`config.mk`:
```
export PLATFORM = sky130hd
export DESIGN_NAME = dvol_ramp
export DESIGN_NICKNAME = d
export VERILOG_FILES = /design/src/rtl/dvol_ramp.sv
export SDC_FILE = /design/constraint.sdc
export NUM_CORES = 2
export LEC_CHECK = 0
export ABC_AREA = 0
export CORE_UTILIZATION = 60
export CTS_CLUSTER_SIZE = 14
export DETAILED_ROUTE_END_ITERATION = 10
export GPL_ROUTABILITY_DRIVEN = 0
export PLACE_DENSITY = 0.78
export REMOVE_ABC_BUFFERS = 1
export SKIP_CTS_REPAIR_TIMING = 1
export SYNTH_ARGS = -nofsm -noshare
export SYNTH_HDL_FRONTEND = slang
export SYNTH_SLANG_ARGS = --single-unit
```
`constraint.sdc`:
```
create_clock -name clk -period 27.5 [get_ports clk]
set_clock_uncertainty 0.05 [all_clocks]
set_input_delay 5.5 -clock clk [delete_from_list [all_inputs] [get_ports clk]]
set_output_delay 5.5 -clock clk [all_outputs]
set_load 0.02 [all_outputs]
```
`src/rtl/dvol_ramp.sv`:
```
module dvol_ramp #(
  parameter int DW        = 16,
  parameter int CW        = 8,
  parameter logic [7:0] UNITY     = 8'h3C,
  parameter logic [7:0] LIN_EDGE  = 8'h6C,
  parameter logic [7:0] MUTE_CODE = 8'hFC
) (
  input  logic          clk,
  input  logic          rst_n,
  input  logic          smp_valid,
  input  logic [DW-1:0] smp_l_in,
  input  logic [DW-1:0] smp_r_in,
  input  logic [CW-1:0] vol_l,
  input  logic [CW-1:0] vol_r,
  input  logic          mute_l,
  input  logic          mute_r,
  input  logic          ramp_en,
  input  logic          expo_en,
  output logic [DW-1:0] smp_l_out,
  output logic [DW-1:0] smp_r_out,
  output logic          out_valid,
  output logic          busy_l,
  output logic          busy_r
);
  localparam int MW = 17;
  localparam int PW = DW + MW + 1;
  localparam int FRAC_SH = MW - 2;
  localparam int STEPS = 12;
  localparam logic signed [PW-1:0] SMAX = PW'((1 <<< (DW-1)) - 1);
  localparam logic signed [PW-1:0] SMIN = -PW'(1 <<< (DW-1));

  logic [CW-1:0] vol_v  [2];
  logic          mute_v [2];
  logic [DW-1:0] din_v  [2];
  logic [CW-1:0] tgt    [2];
  logic [CW-1:0] nxt    [2];
  logic [CW-1:0] cur_q  [2];
  logic [DW-1:0] scl    [2];
  logic [DW-1:0] dout_q [2];
  logic          vld_q;

  assign vol_v[0]  = vol_l;
  assign vol_v[1]  = vol_r;
  assign mute_v[0] = mute_l;
  assign mute_v[1] = mute_r;
  assign din_v[0]  = smp_l_in;
  assign din_v[1]  = smp_r_in;

  function automatic logic [MW-1:0] mant_of(input logic [3:0] j);
    case (j)
      4'd0:    mant_of = 17'd32768;
      4'd1:    mant_of = 17'd30929;
      4'd2:    mant_of = 17'd29193;
      4'd3:    mant_of = 17'd27554;
      4'd4:    mant_of = 17'd26008;
      4'd5:    mant_of = 17'd24548;
      4'd6:    mant_of = 17'd23170;
      4'd7:    mant_of = 17'd21870;
      4'd8:    mant_of = 17'd20643;
      4'd9:    mant_of = 17'd19484;
      4'd10:   mant_of = 17'd18390;
      default: mant_of = 17'd17358;
    endcase
  endfunction

  function automatic logic [DW-1:0] scale(input logic [DW-1:0] x, input logic [CW-1:0] code);
    logic [CW-1:0]          idx;
    logic [CW-1:0]          oct;
    logic [3:0]             frac;
    logic [5:0]             sh;
    logic signed [PW-1:0]   xs;
    logic signed [PW-1:0]   ms;
    logic signed [PW-1:0]   p;
    logic signed [PW-1:0]   r;
    idx  = code - UNITY;
    oct  = idx / CW'(STEPS);
    frac = 4'(idx % CW'(STEPS));
    sh   = 6'(oct) + 6'(FRAC_SH);
    xs   = PW'($signed(x));
    ms   = $signed({{(PW-MW){1'b0}}, mant_of(frac)});
    p    = xs * ms;
    r    = (p + (PW'(1) <<< (sh - 6'd1))) >>> sh;
    if (r > SMAX)      scale = SMAX[DW-1:0];
    else if (r < SMIN) scale = SMIN[DW-1:0];
    else               scale = r[DW-1:0];
  endfunction

  always_comb begin
    for (int c = 0; c < 2; c++) begin
      if (mute_v[c] || vol_v[c] >= MUTE_CODE) tgt[c] = MUTE_CODE;
      else if (vol_v[c] < UNITY)              tgt[c] = UNITY;
      else                                    tgt[c] = vol_v[c];
    end
  end

  always_comb begin
    for (int c = 0; c < 2; c++) begin
      nxt[c] = cur_q[c];
      if (!ramp_en) begin
        nxt[c] = tgt[c];
      end else if (smp_valid && cur_q[c] != tgt[c]) begin
        if (expo_en)
          nxt[c] = (cur_q[c] < tgt[c]) ? cur_q[c] + 1'b1 : cur_q[c] - 1'b1;
        else if (cur_q[c] < tgt[c])
          nxt[c] = (cur_q[c] < LIN_EDGE) ? cur_q[c] + 1'b1 : tgt[c];
        else if (cur_q[c] > LIN_EDGE)
          nxt[c] = (tgt[c] > LIN_EDGE) ? tgt[c] : LIN_EDGE;
        else
          nxt[c] = cur_q[c] - 1'b1;
      end
    end
  end

  always_comb begin
    for (int c = 0; c < 2; c++)
      scl[c] = (cur_q[c] >= MUTE_CODE) ? '0 : scale(din_v[c], cur_q[c]);
  end

  always_ff @(posedge clk) begin
    if (!rst_n) begin
      vld_q <= 1'b0;
      for (int c = 0; c < 2; c++) begin
        cur_q[c]  <= MUTE_CODE;
        dout_q[c] <= '0;
      end
    end else begin
      vld_q <= smp_valid;
      for (int c = 0; c < 2; c++) begin
        cur_q[c] <= nxt[c];
        if (smp_valid) dout_q[c] <= scl[c];
      end
    end
  end

  assign smp_l_out = dout_q[0];
  assign smp_r_out = dout_q[1];
  assign out_valid = vld_q;
  assign busy_l    = cur_q[0] != tgt[0];
  assign busy_r    = cur_q[1] != tgt[1];
endmodule


```
Word-level counts from Yosys, hierarchy flattened. Memories as Yosys holds them, arrays and structs flattened. Index checks and enable logic that the tools add are counted.

$add $sub $neg: 12. Multipliers: 2. Shift operators: 4. Eq/ne operators: 2. Muxes and demuxes: 35. $lt $le $gt $ge: 18. Bitwise gates (word level): 4. Div/mod/pow operators: 4. Reduce and logical (&&, ||, !) cells: 4.

Operators by type and width (number): $mux 8 (22); $mux 16 (8); $add 34x34->34 (2); $gt 34x16->1 const B (2); $lt 34x16->1 const B (2); $mul 16x18->34 (2); $sshl 2x6->34 const A (2); $sshr 34x6->34 (2); $ge 8x8->1 const B (4); $gt 8x7->1 const B (4); $add 8x1->8 const B (2); $div 8x4->8 const B (2); $lt 8x6->1 const B (2); $lt 8x7->1 const B (2); $lt 8x8->1 (2); $mod 8x4->8 const B (2); $ne 8x8->1 (2); $sub 8x1->8 const B (2); $sub 8x6->8 const B (2); $add 6x4->6 const B (2); $sub 6x1->6 const B (2); $mux 1 (5); $or 1x1->1 (4); $logic_and 1x1->1 (2); $logic_or 1x1->1 (2).

Output and inout port bits: 35. Memories kept: 4. Bits in read-only memories: 512. Memory bits (writable): 48. Logic and storage cells: 90. Register bits after elaboration: 1. Bits of input ports: 55.

Memory list: (no name shown) (words 16, width 16, read ports 1, clocked after memory_dff 0, wr ports 0, line 50) `case (j)`; (no name shown) (words 16, width 16, read ports 1, clocked after memory_dff 0, wr ports 0, line 50); dout_q (words 2, width 16, read ports 2, clocked after memory_dff 0, wr ports 2, line 39) `logic [DW-1:0] dout_q [2];`; cur_q (words 2, width 8, read ports 2, clocked after memory_dff 0, wr ports 2, line 37) `logic [CW-1:0] cur_q [2];`.

Logic depth before layout (Yosys ltp). An unclocked memory read counts as a cell.

Depth in word-level cells: 13. Mapped depth: 49. Depth with buffers taken out: 44.

Least setup slack after synthesis. OpenSTA, ideal clock, no wires.

Kind: in2reg. Start: input smp_l_in[15]. End: memory dout_q[0][10], data pin. Data required time: 27.196 ns. Stages: 29. Arrival: 13.107 ns. Buffers on the path: 3. Setup slack: 14.089 ns. Setup time: 0.254 ns. Cell sequence: inv_1 -> clkbuf_1 -> nor2_1 -> fa_1 -> inv_1 -> fa_1 -> fa_1 -> fa_1 -> fa_1 -> inv_1 -> fa_1 -> ha_1 -> a21oi_1 -> o221ai_1 -> o211a_1 -> o41ai_1 -> a211oi_1 -> o211a_1 -> or3_1 -> nor4_4 -> nor2_2 -> buf_6 -> o21ai_2 -> and4_1 -> nand3_1 -> o41ai_2 -> a211oi_2 -> buf_6 -> a21o_1.

RTL lines: start, declared (line 11) `input logic [DW-1:0] smp_l_in,`; end, declared (line 39).

==> impl_results.md <==
* Status: completed
* R2r setup slk at 12.29 ns
* Minimum clock period at 15.21 ns
* Average wire per standard cell at 18.4 um
* Startpoint types: flop
* Mapped cell area at 0.0303 mm^2
* Crit Path Max Fanout at 35
* Die footprint at 0.0514 mm^2
* Post-Route WL at 80,000 um
* Sequential share of the synthesized area at 4.30%
* Final Max Tran Viols at 0
* Slew headroom at 6.23%
* Post-DP HPWL at 64,600 um
* Vias at 26.6k
* Crit path capture type: flop
* Count of final hold-check violations at 0
* Crit path arrival time at 15.24 ns
* Number of enable flip-flop cells after synthesis at 32
* Share of layout cells above drive strength 1 at 3.71%
* Async S/R FF share, synth at 0%
* FF-to-FF End: dout_q[0][14]
* Largest net degree at the start of global routing at 44
* Clock Latency Late Sink at 0.35 ns
* Post-layout net count at 4,486
* Antenna viol nets, final at 0
* Most frequent cells in the layout: 560 x inv_1, 454 x fa_1, 444 x nand2_1, 302 x and2_1, 289 x ha_1
* Most common cell after layout, fill and taps aside: inv_1
* CTS tree: yes
* Hold Path Depth at 4
* Crit path kind: reg2reg
* Final setup fails at 0
* Primary FF master, synth: edfxtp_1
* Area delta synth->final at 4.65%
* Clk buf depth at 2
* Syn Inst Count at 3,750
* Min-Delay Endpoint: cur_q[0][0]
* Length in cells of the worst reg-to-reg path at 42
* Period utilization at 55.3%
* Starting DRT DRC Count at 2,691
* CTS Root Cell: clkbuf_16
* Critical Path RT at 27.53 ns
* Slowest CP cell: inv_1
* Number of detailed-route iterations in the first pass at 8
* Slew @ Worst Pin at 1.40 ns
* Core Region at 0.0494 mm^2
* Synth Register Bits at 49
* Top Ports at 90
* Ant diodes at 0
* Vias in the first global route at 26.4k
* Hold WC Path Type: reg2reg
* Clock sinks at 49
* Most used cell, CP: fa_1
* Synth Area per Inst at 8.07 um^2
* CTS buffer count at 5
* Setup TNS at 0 ns
* Yosys warning count at 0
* H-tree levels at 2
* Overflow after GRT at 0
* Hold path startpoint: cur_q[0][0]
* Via density at 6.12
* Initial Util at 61.3%
* First-pass GRT wire length at 134,000 um
* RSZ-0062 raised after global routing: false
* Global-route usage over all layers at 32.4%
* Die W at 227 um
* Synth cell types at 108
* Max incr delay on CP at 1.05 ns
* Core Rows at 81
* FMAX at 0.0657 GHz
* Port-buffer cells at 89
* Worst-path clk slew at 0.07 ns
* Critical R2R Launch: cur_q[0][3]
* Max Cap Violations at 0
* Initial antenna violation count at 1
* Post-route DRC at 0
* Die H at 227 um
-- synthesized netlist by cell type (9+ instances only) --
cell       instances  area [um^2]
ha_1             289         3620
nor2_1           210          788
o221ai_1          15          131
xnor2_1           50          438
a211o_1            9         78.8
a22oi_1           14          105
o22ai_1           24          150
or3_1             18          113
fa_1             454         9090
o21ai_0          143          716
o21a_1            20          150
nor4_1            12         75.1
a31oi_1           20          125
a211oi_1          36          270
o31ai_1           17          128
clkbuf_1         140          526
a21oi_1          158          791
o2111ai_1         10         87.6
mux2_2            16          180
buf_2             24          120
xor2_1            26          228
mux2i_1          105         1050
o21bai_1           9         67.6
and3_1            54          338
nand2b_1          27          169
nand4_1           23          144
inv_1            560         2100
edfxtp_1          32          961
or2_2             15         93.8
nor2b_1           26          163
nand3_1           71          355
a21o_1            49          368
nor3_1            54          270
buf_1             15         56.3
nand2_1          444         1670
dfxtp_1           17          340
o211ai_1          42          315
mux4_2            11          248
and2_1           302         1890
-- worst max-delay path by stage --
stage                 from             to  slack (ns)  cells past startpoint
6_report       cur_q[0][3]  dout_q[0][14]       12.29                     42
4_1_cts        cur_q[0][3]  dout_q[0][14]       12.42                     42
3_5_place_dp   cur_q[0][3]  dout_q[0][14]       12.40                     42
2_1_floorplan  cur_q[0][2]  dout_q[0][12]       13.61                     41
5_1_grt        cur_q[0][3]  dout_q[0][14]       11.13                     42
3_3_place_gp   cur_q[0][3]   dout_q[0][5]       12.61                     42
-- critical path, delay by kind of cell, from the launching register on --
kind | cells | cell delay, ns
compound gates | 14 | 3.40
xor+xnor | 1 | 0.67
fa+ha+maj | 8 | 3.88
buf+inv | 5 | 1.56
flops | 1 | 0.73
mux | 1 | 0.13
simple gates | 13 | 4.55
-- metal layers --
layer | up-vias | global-route usage, % | share of wire [%]
met3 | 169 | 5.60 | 9.4
met5 | - | 0 | 0
met2 | 1301 | 49.5 | 43
met4 | 0 | 7.85 | 2.1
li1 | 12300 | - | -
met1 | 12800 | 47.5 | 45
-- per-stage QoR --
stage / setup WS (ns) / hold slack [ns] / utilization [%] / instances / cell area [um^2]
floorplan: 13.61 / 0.623 / - / 3556 / 29400
detailed placement: 12.40 / 0.716 / 63.8 / 4345 / 31500
global placement: 12.61 / 0.707 / 63.8 / 4345 / 31500
CTS: 12.42 / 0.738 / 64.2 / 4353 / 31700
global route: 11.13 / 0.803 / 64.2 / 4353 / 31700
finish: 12.29 / 0.731 / 64.2 / 4353 / 31700
-- area by class of cell --
| cell class | count | area, um^2 |
|---|---|---|
| Timing Repair Buffer | 125 | 1160 |
| Multi-Input combinational cell | 2942 | 26100 |
| Clock buffer | 5 | 125 |
| Clock inverter | 3 | 43.8 |
| Sequential cell | 49 | 1300 |
| Tap cell | 664 | 831 |
| Inverter | 565 | 2120 |
| Fill cell | 4218 | 17700 |
-- logic make-up after synthesis --
logic type	Yosys count	share of synthesized area, %
flip-flops	49	4.30
multiplexers	132	4.89
AND/OR/NAND/NOR	1298	21.3
XOR/XNOR	78	2.31
adder cells (fa/ha/maj)	743	42.0
buffers and inverters	759	9.78
AO/OA/AOI/OAI	691	15.5
-- sequential cells by signal (all words and copies together), names as in the netlist --
| signal | flops |
|---|---|
| cur_q | 16 |
| out_valid | 1 |
| dout_q | 32 |
Power is not shown: default switching activity piles up to over one toggle a cycle in this logic, so the estimate is an artifact.
